## src/rtl/evc_pkg.sv

```systemverilog
package evc_pkg;
  localparam int unsigned DATA_W = 8;

  typedef enum logic [1:0] {
    REG_CTRL = 2'd0,
    REG_LO   = 2'd1,
    REG_HI   = 2'd2,
    REG_NONE = 2'd3
  } reg_sel_e;

  localparam int unsigned BIT_MODE  = 4;
  localparam int unsigned BIT_EN_HI = 3;
  localparam int unsigned BIT_EN_LO = 2;
  localparam int unsigned BIT_FL_HI = 1;
  localparam int unsigned BIT_FL_LO = 0;

  typedef struct packed {
    logic split;
    logic en_hi;
    logic en_lo;
    logic flag_hi;
    logic flag_lo;
  } ctrl_t;
endpackage

```

## src/rtl/evc_edge_sync.sv

```systemverilog
module evc_edge_sync #(
  parameter int unsigned STAGES = 2
) (
  input  logic clk,
  input  logic rst_n,
  input  logic pin_async,
  output logic rise
);
  localparam int unsigned TOP = STAGES;

  logic [TOP:0] sh_q;

  always_ff @(posedge clk) begin
    if (!rst_n) sh_q <= '0;
    else        sh_q <= {sh_q[TOP-1:0], pin_async};
  end

  assign rise = sh_q[TOP-1] & ~sh_q[TOP];

  // one pin edge yields a single-cycle pulse
  a_r3_single_pulse: assert property (@(posedge clk) disable iff (!rst_n)
    rise |=> !rise);
endmodule

```

## src/rtl/evc_count_byte.sv

```systemverilog
module evc_count_byte #(
  parameter int unsigned WIDTH = 8
) (
  input  logic             clk,
  input  logic             rst_n,
  input  logic             load,
  input  logic [WIDTH-1:0] load_val,
  input  logic             inc,
  output logic [WIDTH-1:0] cnt,
  output logic             wrap
);
  localparam logic [WIDTH-1:0] MAXV = {WIDTH{1'b1}};

  always_ff @(posedge clk) begin
    if (!rst_n)    cnt <= '0;
    else if (load) cnt <= load_val;
    else if (inc)  cnt <= cnt + 1'b1;
  end

  assign wrap = inc & ~load & (cnt == MAXV);

  // a write beats a same-cycle increment
  a_r9_load_wins: assert property (@(posedge clk) disable iff (!rst_n)
    load |=> cnt == $past(load_val));
  // accepted event adds exactly one
  a_r3_step_one: assert property (@(posedge clk) disable iff (!rst_n)
    (inc && !load) |=> cnt == $past(cnt) + 1'b1);
  // no event and no write means the byte holds
  a_r6_hold: assert property (@(posedge clk) disable iff (!rst_n)
    (!inc && !load) |=> $stable(cnt));
  // wrap only when the byte goes to zero
  a_r8_wrap_zero: assert property (@(posedge clk) disable iff (!rst_n)
    wrap |=> cnt == '0);
endmodule

```

## src/rtl/evt_counter_pair.sv

```systemverilog
module evt_counter_pair
  import evc_pkg::*;
#(
  parameter int unsigned SYNC_STAGES = 2
) (
  input  logic              clk,
  input  logic              rst_n,
  input  logic              evt_lo_i,
  input  logic              evt_hi_i,
  input  logic              reg_we,
  input  logic [1:0]        reg_addr,
  input  logic [DATA_W-1:0] reg_wdata,
  output logic [DATA_W-1:0] reg_rdata
);
  localparam int unsigned NCH = 2;
  localparam int unsigned CH_LO = 0;
  localparam int unsigned CH_HI = 1;

  logic [NCH-1:0] pins;
  logic [NCH-1:0] rise;
  assign pins = {evt_hi_i, evt_lo_i};

  for (genvar g = 0; g < NCH; g++) begin : g_sync
    evc_edge_sync #(.STAGES(SYNC_STAGES)) u_sync (
      .clk(clk), .rst_n(rst_n), .pin_async(pins[g]), .rise(rise[g])
    );
  end

  ctrl_t ctrl_q;
  logic  wr_ctrl, wr_lo, wr_hi;
  logic  lo_inc, hi_inc, hi_src;
  logic  lo_wrap, hi_wrap;
  logic [DATA_W-1:0] lo_cnt, hi_cnt;

  assign wr_ctrl = reg_we && (reg_addr == REG_CTRL);
  assign wr_lo   = reg_we && (reg_addr == REG_LO);
  assign wr_hi   = reg_we && (reg_addr == REG_HI);

  assign lo_inc = rise[CH_LO] & ctrl_q.en_lo;
  assign hi_src = ctrl_q.split ? rise[CH_HI] : lo_wrap;
  assign hi_inc = hi_src & ctrl_q.en_hi;

  evc_count_byte #(.WIDTH(DATA_W)) u_lo (
    .clk(clk), .rst_n(rst_n), .load(wr_lo), .load_val(reg_wdata),
    .inc(lo_inc), .cnt(lo_cnt), .wrap(lo_wrap)
  );

  evc_count_byte #(.WIDTH(DATA_W)) u_hi (
    .clk(clk), .rst_n(rst_n), .load(wr_hi), .load_val(reg_wdata),
    .inc(hi_inc), .cnt(hi_cnt), .wrap(hi_wrap)
  );

  always_ff @(posedge clk) begin
    if (!rst_n) begin
      ctrl_q <= '0;
    end else begin
      if (wr_ctrl) begin
        ctrl_q.split   <= reg_wdata[BIT_MODE];
        ctrl_q.en_hi   <= reg_wdata[BIT_EN_HI];
        ctrl_q.en_lo   <= reg_wdata[BIT_EN_LO];
        ctrl_q.flag_hi <= (ctrl_q.flag_hi & reg_wdata[BIT_FL_HI]) | hi_wrap;
        ctrl_q.flag_lo <= (ctrl_q.flag_lo & reg_wdata[BIT_FL_LO]) | lo_wrap;
      end else begin
        ctrl_q.flag_hi <= ctrl_q.flag_hi | hi_wrap;
        ctrl_q.flag_lo <= ctrl_q.flag_lo | lo_wrap;
      end
    end
  end

  always_comb begin
    unique case (reg_sel_e'(reg_addr))
      REG_CTRL: reg_rdata = {3'b000, ctrl_q.split, ctrl_q.en_hi, ctrl_q.en_lo,
                             ctrl_q.flag_hi, ctrl_q.flag_lo};
      REG_LO:   reg_rdata = lo_cnt;
      REG_HI:   reg_rdata = hi_cnt;
      default:  reg_rdata = '0;
    endcase
  end

  // in cascade mode the high byte only moves on a low wrap or a write
  a_r4_cascade_only: assert property (@(posedge clk) disable iff (!rst_n)
    (!ctrl_q.split && !lo_wrap && !wr_hi) |=> $stable(hi_cnt));
  // high enable off keeps the high byte
  a_r7_hi_hold: assert property (@(posedge clk) disable iff (!rst_n)
    (!ctrl_q.en_hi && !wr_hi) |=> $stable(hi_cnt));
  // a low wrap always leaves the flag set
  a_r8_flag_sticky: assert property (@(posedge clk) disable iff (!rst_n)
    lo_wrap |=> ctrl_q.flag_lo);
  // low enable off keeps the low byte
  a_r6_lo_hold: assert property (@(posedge clk) disable iff (!rst_n)
    (!ctrl_q.en_lo && !wr_lo) |=> $stable(lo_cnt));
endmodule

```

## config.mk

```make
export PLATFORM = sky130hd
export DESIGN_NAME = evt_counter_pair
export DESIGN_NICKNAME = d
export VERILOG_FILES = /design/src/rtl/evc_pkg.sv /design/src/rtl/evc_edge_sync.sv /design/src/rtl/evc_count_byte.sv /design/src/rtl/evt_counter_pair.sv
export SDC_FILE = /design/constraint.sdc
export NUM_CORES = 1
export LEC_CHECK = 0
export ABC_AREA = 1
export ABC_CLOCK_PERIOD_IN_PS = 2450
export BUFFER_PORTS_ARGS = -buffer_cell sky130_fd_sc_hd__buf_2
export CAP_MARGIN = 10
export CORE_MARGIN = 1.5
export CORE_UTILIZATION = 45
export CTS_CLUSTER_DIAMETER = 120
export DETAILED_ROUTE_END_ITERATION = 8
export PLACE_DENSITY = 0.61
export SLEW_MARGIN = 20
export SYNTH_ARGS = -nofsm -noshare
export SYNTH_HDL_FRONTEND = slang
export SYNTH_SLANG_ARGS = --single-unit
```

## constraint.sdc

```tcl
create_clock -name clk -period 2.45 [get_ports clk]
set_clock_uncertainty 0.15 [all_clocks]
set_input_delay 0.245 -clock clk [delete_from_list [all_inputs] [get_ports clk]]
set_output_delay 0.245 -clock clk [all_outputs]
set_load 0.02 [all_outputs]
```

==> results of run 1 <==
## state kept, by name, indices dropped and copies added, names as in the netlist
name / cells
ctrl_q: 5
g_sync.u_sync.sh_q: 6
u_lo.cnt: 8
u_hi.cnt: 8
## layout make-up
type | count | area (µm²)
clock inverter | 1 | 5.005
fill | 378 | 1573
tap | 46 | 57.56
multi-input combinational | 162 | 865.8
inverter | 38 | 142.6
sequential | 27 | 540.5
clock buffer | 3 | 22.52
timing repair buffer | 24 | 130.1
## metrics by stage
stage	worst slack, ps	total power (W)
2_1_floorplan	915.5	0.0005391
3_3_place_gp	727.8	0.0005762
3_5_place_dp	720.7	0.0005759
4_1_cts	677.1	0.0007804
5_1_grt	492.7	0.0008180
6_report	682.0	0.0007756
## Yosys cell counts
library cell,count
nand3_4,1
a2bb2oi_1,1
inv_1,37
inv_2,1
ha_1,2
nand4_1,2
nor2_1,15
nand2_1,58
clkbuf_4,1
or2_2,1
nand3_1,21
o21ai_4,1
o21ai_1,1
o211ai_1,4
o22ai_1,4
o21ai_0,13
xor2_1,3
nand2_4,3
xnor2_1,3
a21oi_2,1
a31oi_1,4
nand2_8,1
nor2_4,2
dfxtp_1,27
nor3_1,1
clkbuf_8,1
clkbuf_1,1
a21oi_1,16
nand2_2,3
o221ai_1,1
## cell usage in the layout (no fill, tap or decap), types with 2 or more instances in the layout
master         count
a21oi_1           16
a31oi_1            4
buf_2             22
clkbuf_4           3
dfxtp_1           27
dlygate4sd3_1      2
ha_1               2
inv_1             37
nand2_1           58
nand2_2            3
nand2_4            3
nand3_1           21
nand4_1            2
nor2_1            15
nor2_4             2
o211ai_1           4
o21ai_0           13
o22ai_1            4
xnor2_1            3
xor2_1             3
## metal layers
| metal | vias to the layer above | track usage (%) |
|---|---|---|
| li1 | 795 | - |
| met1 | 682 | 29.21 |
| met2 | 21 | 34.38 |
| met3 | 7 | 1.993 |
| met4 | 0 | 8.333 |
| met5 | - | 0 |
## power groups by stage
stage | Combinational (W) | Clock, W | Sequential [W]
2_1_floorplan | 0.0000679 | 0 | 0.000471
3_3_place_gp | 0.000102 | 0 | 0.000474
3_5_place_dp | 0.000102 | 0 | 0.000474
4_1_cts | 0.000105 | 0.000211 | 0.000465
5_1_grt | 0.000118 | 0.000233 | 0.000467
6_report | 0.000105 | 0.000206 | 0.000465
## logic make-up (layout without fill, tap and decap cells)
kind of cell / Yosys count / count (layout) / share of synthesized area [%]
AND/OR/NAND/NOR: 108 / 108 / 32.75
AO/OA/AOI/OAI: 46 / 46 / 17.33
XOR/XNOR: 6 / 6 / 3.339
adder cells (fa/ha/maj): 2 / 2 / 1.590
flip-flops: 27 / 27 / 34.34
buffers and inverters: 41 / 66 / 10.65
## critical path, cell delays in order, from the launching register on
cell and delay [ps]:
dfxtp_1 430, ha_1 220, nand3_1 150, inv_1 120, nand2_2 60, o21ai_4 150
nand2_4 120, nand2_4 130, nand2_1 60, a21oi_1 120
## path summary, 6_finish.rpt
check                            from                  endpoint  slack [ps]
min                      reg_wdata[6]               u_lo.cnt[6]          30
max                       u_lo.cnt[0]               u_hi.cnt[0]         680
max reg2reg               u_lo.cnt[0]               u_hi.cnt[0]         680
min reg2reg  g_sync[0].u_sync.sh_q[0]  g_sync[0].u_sync.sh_q[1]         280
==> impl_metrics.csv, run 1 <==
group,metric,value,unit
pwr,cellLeakagePower,0.7988,nW
yosys,syn_inst,230,
status,outcome,"finished, final reports clean",
detailed_routing,wl_met1,1.915,mm
sta,finalSetupTns,0,ps
clock_network,holdBufCountCts,2,
yosys,synth-seq-cells,27,
global_route,antenna_found_initial,0,
pwr,power_density,439.6,mW/mm²
detailed_routing,wl_per_cell,12.90,µm
detailed_routing,via_per_inst,5.000,
yosys,synth_cell_types,30,
clock_network,cts_sinks,27,
die,die_h,62.14,µm
detailed_routing,drc,0,
sta,worst_slew_pin_slew,582.9,ps
yosys,synth_area_leaders,"dfxtp_1 (34%), nand2_1 (14%), inv_1 (8.8%), nand3_1 (6.7%), a21oi_1 (5.1%)",
layout,stdcell_count,301,
global_route,grt_max_degree,20,
hold_path,hold_depth,3,
setup_path,cp.arrival,1900,ps
pwr,clkPwrFrac,26.6,%
die,core_area,0.003337,mm²
yosys,synth_top_area_share,34.34,%
setup_path,path_class,"reg2reg",
clock_network,clk_latency,340,ps
setup_path,path_max_fanout,10,
hold_path,hold_class,"in2reg",
die,rows,21,
global_route,track_usage,21.23,%
sta,setup-violations-final,0,
sta,slew-limit-headroom,61.10,%
placement,io_buffers,22,
sta,fmax,565.6,MHz
sta,fin_crit,1768,ps
detailed_routing,wl_met2,1.820,mm
yosys,yosysTopAreaCell,"dfxtp_1",
sta,slew_violations,0,
clock_network,numCtsBuffers,3,
global_route,grt.overflow.total,0,
placement,dpl_cell_area,0.001717,mm²
detailed_routing,wl_met3,84,µm
layout,layout-drive-gt1-share,15.69,%
placement,dp_hpwl,2.969,mm
global_route,grt_pass1_vias,1411,
yosys,synth_warnings,0,
job,drv_cap,0,
setup_path,required,2580,ps
yosys,syn-num-nets,247,
layout,nets,273,
yosys,syn_area,0.001574,mm²
clock_network,cts_buffer_depth,2,
pwr,seqPwrFrac,59.9,%
layout,syn2layout_area_growth,12.08,%
pwr,power_frac_comb,13.5,%
clock_network,clockRootBuffer,"clkbuf_4",
pwr,internal_power,0.0005512,W
clock_network,cts_resized,0,
die,start_util,47.17,%
pwr,p_sw,0.0002244,W
detailed_routing,num_vias,1505,
detailed_routing,highest_layer,"met4",
sta,rsz0062_at_grt,"no",
setup_path,endpoint_kind,"flop",
detailed_routing,dr.pass1.iters,4,
sta,fin_crit_sh,72.16,%
die,die_x,62.14,µm
die,num_io_pins,23,
detailed_routing,postRouteAntennaNets,0,
global_route,grt_pass1_wl,6.686,mm
placement,routabilityCongestion,0.8824,
sta,hold_viol_final,0,
clock_network,cts_tree,"built",
layout,final_util,52.87,%
sta,hold_slack,26.90,ps
clock_network,cts_setup_buffers,0,
pwr,switching_share,28.93,%
layout,antenna_cells,0,
detailed_routing,wl,3.883,mm
yosys,ys_seq_area_share,34.34,%
detailed_routing,drt_iter0_markers,124,
pwr,vdd_drop_max,233.6,µV
placement,dp_cells,295,
clock_network,clk_pin_slew,150,ps
layout,final_area,0.001764,mm²
setup_path,startpoint_type,"flop",
setup_path,r2r_cells,9,
clock_network,cts_htree_levels,1,
die,die_area,0.003861,mm²
yosys,avgSynthCellArea,6.844,µm²
No activity file was read; power rests on OpenSTA's default activity.
==> inputs of run 2 (changes only) <==
Settings changed: ABC_CLOCK_PERIOD_IN_PS 2450 to 1500, PLACE_DENSITY 0.61 to 0.64.
Clock period 2.45 ns to 1.5 ns, I/O delays scaled along.
==> run 2 against run 1 <==
Effect of this change:
- the run now ends with setup timing left
- worst hold slack worse by 9.7 ps
- die area did not move
- critical path depth decreased by 5
- sequential cell count did not move
- register-to-register slack lost 680 ps
- sequential share of layout area decreased by 5.5 points
- first-iteration DRC count decreased by 8.1%
- cell count rose by 13%
- total power up 72%
- combinational power rose by 140%
- global-route usage is 0.65 points higher
- critical endpoint is now reg_rdata[1]
- highest routed layer unchanged
==> impl_metrics.csv, run 2 (synthesis results as in run 1) <==
group,metric,value,unit
detailed_routing,num_vias,1662,
placement,routabilityCongestion,0.8850,
layout,reg.largest.list,"u_hi.cnt: 8 flops, u_lo.cnt: 8 flops, g_sync.u_sync.sh_q: 6 flops",
setup_path,cp.arrival,1210,ps
detailed_routing,dr.pass1.iters,4,
sta,rsz0062_at_grt,"yes",
layout,layout_commonest_cell,"nand2_1",
layout,nets,312,
die,die_area,0.003861,mm²
layout,mostFrequentLayoutCells,"nand2_1 (55), inv_1 (32), buf_4 (32)",
sta,hold_slack,17.15,ps
status,violations,"setup timing",
layout,final_area,0.002231,mm²
sta,slew-limit-headroom,76.21,%
die,die_x,62.14,µm
sta,fin_crit_sh,100.5,%
die,rows,21,
die,die_h,62.14,µm
sta,fin_crit,1508,ps
layout,layout-drive-gt1-share,36.73,%
placement,dp_hpwl,3.054,mm
setup_path,startpoint_type,"flop",
setup_path,path_class,"reg2out",
job,drv_cap,0,
clock_network,cts_buffer_depth,2,
layout,final_util,66.85,%
status,outcome,"finished, violations left",
layout,antenna_cells,0,
detailed_routing,wl,4.305,mm
sta,worst_slew_pin_slew,353.1,ps
clock_network,numCtsBuffers,3,
placement,pre_cts_slack,-55.79,ps
global_route,grt_pass1_wl,6.879,mm
pwr,cellLeakagePower,1.015,nW
sta,setup-violations-final,2,
sta,fmax,663.3,MHz
clock_network,cts_sinks,27,
detailed_routing,via_per_inst,4.888,
clock_network,cts_htree_levels,1,
sta,finalSetupTns,-8.183,ps
hold_path,hold_class,"in2reg",
sta,slew_violations,0,
clock_network,cts_tree,"built",
clock_network,clk_pin_slew,150,ps
pwr,vdd_drop_max,564.3,µV
setup_path,required,1200,ps
detailed_routing,drt_iter0_markers,114,
clock_network,clockRootBuffer,"clkbuf_4",
clock_network,clk_latency,330,ps
global_route,grt_max_degree,15,
placement,io_buffers,22,
detailed_routing,drc,0,
setup_path,endpoint_kind,"output pin",
sta,hold_viol_final,0,
detailed_routing,wl_per_cell,12.66,µm
detailed_routing,postRouteAntennaNets,0,
die,start_util,47.17,%
pwr,power_density,597.2,mW/mm²
global_route,track_usage,21.88,%
die,num_io_pins,23,
placement,dpl_cell_area,0.001876,mm²
setup_path,reg2reg_slack,0,ps
layout,syn2layout_area_growth,41.73,%
layout,fill_cells,293,
global_route,grt.overflow.total,0,
sta,finalWorstSetupSlack,-7.718,ps
die,core_area,0.003337,mm²
global_route,antenna_found_initial,0,
setup_path,path_max_fanout,2,
global_route,grt_pass1_vias,1508,
## run 2: cell count changes in the layout (fill, tap and decap cells not counted), sizes merged
| cell | previous run | this run |
|---|---|---|
| buf | 22 | 51 |
| clkbuf | 3 | 4 |
| clkinv | 1 | 0 |
| dlygate4sd3 | 2 | 11 |
| nand2 | 65 | 66 |
## run 2: metal layers
layer	vias up	track usage, %	share of wire, %
met5	-	0	0
met4	0	7.500	0.93
met3	4	3.986	2.8
met2	22	37.91	51
met1	758	27.34	45
li1	878	-	-
## run 2: area by class of cell
class	instances	area (µm²)	area share (%)
repair buffers	62	464.2	20.81
clock buffers	4	26.28	1.178
inverters	38	142.6	6.394
flip-flops and latches	27	561.8	25.18
well taps	46	57.56	2.580
multi-input cells	163	978.4	43.86
## run 2: stage by stage
| stage | std cells | power, W |
|---|---|---|
| floorplan | 230 | 0.0008814 |
| global placement | 315 | 0.0009624 |
| detailed placement | 315 | 0.0009634 |
| CTS | 336 | 0.001320 |
| global route | 340 | 0.001398 |
| finish | 340 | 0.001332 |
## run 2: worst paths after layout
| kind | start | to | cells after the start |
|---|---|---|---|
| worst min-delay path | reg_wdata[0] | u_lo.cnt[0] | 3 |
| worst max register to register | u_lo.cnt[0] | u_hi.cnt[5] | 9 |
| worst min register to register | g_sync[1].u_sync.sh_q[0] | g_sync[1].u_sync.sh_q[1] | 2 |
| worst max-delay path | u_hi.cnt[1] | reg_rdata[1] | 4 |
## run 2: repair_timing
item                                   4_1_cts  5_1_grt
endpoints found under the hold margin       13        0
pin swaps                                    6        8
hold buffers                                11        0
cloned                                       1        0
resized for setup                           13       39
setup endpoints to repair                   12       22
setup buffers                                5        4
## run 2: power by group
group | total, W | switching [W] | leakage [nW] | internal (W)
clock | 0.000326 | 0.000222 | 0.0150 | 0.000104
sequential | 0.000757 | 0.0000156 | 0.227 | 0.000742
combinational | 0.000249 | 0.000140 | 0.773 | 0.000109
total | 0.00133 | 0.000377 | 1.02 | 0.000955
## run 2: critical path, stage by stage (launching register included)
cell,delay [ps]
dfxtp_2,380
buf_6,100
inv_2,30
o211ai_1,190
buf_4,180
==> inputs of run 3 (changes only) <==
Settings changed: CELL_PAD_IN_SITES_DETAIL_PLACEMENT set to 0, CELL_PAD_IN_SITES_GLOBAL_PLACEMENT set to 1, CORE_UTILIZATION 45 to 36, PLACE_DENSITY 0.64 to 0.71, SLEW_MARGIN 20 to unset.
==> run 3 against run 2 <==
Effect of this change:
- the run still ends with setup timing left
- sequential cell count unchanged
- die area increased by 24%
- total power increased by 5.8%
- cell count decreased by 4.4%
- setup slack got worse by 31 ps
- largest power group unchanged
- highest routed layer unchanged
==> impl_metrics.csv, run 3 (synthesis results as in run 1) <==
group,metric,value,unit
die,die_x,69.12,µm
clock_network,clk_latency,280,ps
sta,fin_crit,1539,ps
global_route,track_usage,18.55,%
clock_network,cts_htree_levels,1,
global_route,gr-usage-met2,30.13,%
detailed_routing,drt_iter0_markers,56,
clock_network,clk_pin_slew,100,ps
sta,hold_slack,2.449,ps
pwr,vdd_drop_max,353.0,µV
clock_network,cts_sinks,27,
clock_network,numCtsBuffers,3,
pwr,power_density,695.0,mW/mm²
detailed_routing,wl_per_cell,13.68,µm
sta,rsz0062_at_grt,"yes",
clock_network,clockRootBuffer,"clkbuf_8",
placement,dp_hpwl,3.430,mm
detailed_routing,via_per_inst,4.905,
clock_network,cts_tree,"built",
die,start_util,38.25,%
setup_path,cp-startpoint,"u_lo.cnt[0]",
layout,layout_commonest_cell,"nand2_1",
die,rows,23,
status,violations,"setup timing",
setup_path,path_class,"reg2reg",
setup_path,startpoint_type,"flop",
placement,routabilityCongestion,0.8263,
clock_network,cts_setup_buffers,0,
layout,syn2layout_area_growth,28.86,%
setup_path,cp_top_family,"simple AND/OR/NAND/NOR gates",
global_route,grt_max_degree,19,
die,core_area,0.004115,mm²
detailed_routing,dr.pass1.iters,4,
die,die_h,69.12,µm
sta,fin_crit_sh,102.6,%
hold_path,hold_path.startpoint,"reg_wdata[6]",
die,num_io_pins,23,
sta,slew-limit-headroom,73.67,%
sta,setup-violations-final,8,
sta,fmax,649.8,MHz
global_route,grt_pass1_vias,1482,
sta,slew_violations,0,
clock_network,cts_buffer_depth,2,
layout,mostFrequentLayoutCells,"nand2_1 (55), inv_1 (35), dfxtp_1 (23)",
die,die_area,0.004778,mm²
setup_path,crit_slowest_cell,"dfxtp_2",
detailed_routing,wl,4.447,mm
setup_path,required,1560,ps
setup_path,crit_top_cell,"nand2_2",
sta,finalWorstSetupSlack,-38.84,ps
layout,layout-drive-gt1-share,29.45,%
status,outcome,"finished, violations left",
layout,reg.largest.list,"u_hi.cnt: 8 flops, u_lo.cnt: 8 flops, g_sync.u_sync.sh_q: 6 flops",
setup_path,worstReg2RegStart,"u_lo.cnt[0]",
global_route,met3_usage,2.339,%
hold_path,hold_class,"in2reg",
sta,hold_viol_final,0,
detailed_routing,postRouteAntennaNets,0,
setup_path,cp_num_buf_inv,1,
layout,nets,293,
setup_path,cp.arrival,1600,ps
setup_path,path_max_fanout,7,
sta,worst_slew_pin_slew,394.5,ps
job,drv_cap,0,
global_route,grt.overflow.total,0,
layout,final_util,49.29,%
placement,io_buffers,22,
detailed_routing,drc,0,
global_route,grt.busiest_layer,"met2",
detailed_routing,num_vias,1594,
global_route,grtUsageMet1,26.03,%
setup_path,critPathMaxStageDelay,370,ps
sta,finalSetupTns,-210.0,ps
layout,fill_cells,463,
global_route,grt_pass1_wl,7.134,mm
global_route,antenna_found_initial,0,
pwr,cellLeakagePower,0.9010,nW
layout,antenna_cells,0,
setup_path,endpoint_kind,"flop",
setup_path,crit_chain,"ha_4 > nand3_4 > inv_2 > nand2_2 > o21ai_4 > nand2_4 > nand2_8 > nand2_2 > a21oi_2",
-- run 3: cell types whose count changed in the layout (fill, tap and decap cells not counted), moves of 5 or more --
| cell | before | now |
|---|---|---|
| dfxtp_1 | 12 | 23 |
| buf_4 | 32 | 22 |
| dfxtp_2 | 14 | 4 |
| dlygate4sd3_1 | 11 | 2 |
| nand3_1 | 15 | 20 |
| nand3_2 | 5 | 0 |
-- run 3: area by class of cell --
cell class / instances / area [µm²] / area share [%]
clock buffers: 3 / 41.29 / 2.036
flip-flops and latches: 27 / 545.5 / 26.90
multi-input cells: 163 / 947.2 / 46.70
well taps: 50 / 62.56 / 3.085
clock inverters: 1 / 8.758 / 0.4318
repair buffers: 43 / 280.3 / 13.82
inverters: 38 / 142.6 / 7.033
-- run 3: worst paths after layout --
path                              endpoint  slack (ps)  cells after the start
setup reg to reg               u_hi.cnt[5]         -40                      9
hold reg to reg   g_sync[1].u_sync.sh_q[1]         270                      2
setup / recovery               u_hi.cnt[5]         -40                      9
hold / removal                 u_lo.cnt[6]           2                      3
-- run 3: what timing repair did --
item                                    in CTS  in global routing
endpoints found under the setup margin       9                 21
hold endpoints to repair                     2                  0
cloned                                       1                  0
hold buffers                                 2                  0
pin swaps                                    4                  6
resized for setup                            4                 21
-- run 3: metrics by stage --
step                      worst slack, ps  instance area (µm²)  std cells  total power (W)
after global routing               -135.6                 2028        325         0.001475
after global placement              15.87                 1873        318        0.0009694
after floorplan                     10.02                 1583        230        0.0008814
final                              -38.84                 2028        325         0.001410
after detailed placement           -39.85                 1873        318        0.0009701
after CTS                          -46.83                 1963        325         0.001424
-- run 3: routing by layer --
metal | wire length (µm) | vias up
li1 | - | 837
met1 | 2266 | 723
met2 | 1966 | 28
met3 | 157 | 6
met4 | 56 | 0
met5 | 0 | -
-- run 3: where the power goes --
| group | leakage, nW | internal, W | switching [W] |
|---|---|---|---|
| clock network | 0.0261 | 0.000195 | 0.000244 |
| logic | 0.653 | 0.0000821 | 0.000134 |
| registers | 0.222 | 0.000741 | 0.0000146 |
| total | 0.901 | 0.00102 | 0.000392 |
-- run 3: worst reg2reg max path, cell delays in order (launching register included) --
cell and delay (ps):
dfxtp_2 370, ha_4 150, nand3_4 70, inv_2 60, nand2_2 50, o21ai_4 190
nand2_4 130, nand2_8 120, nand2_2 50, a21oi_2 120
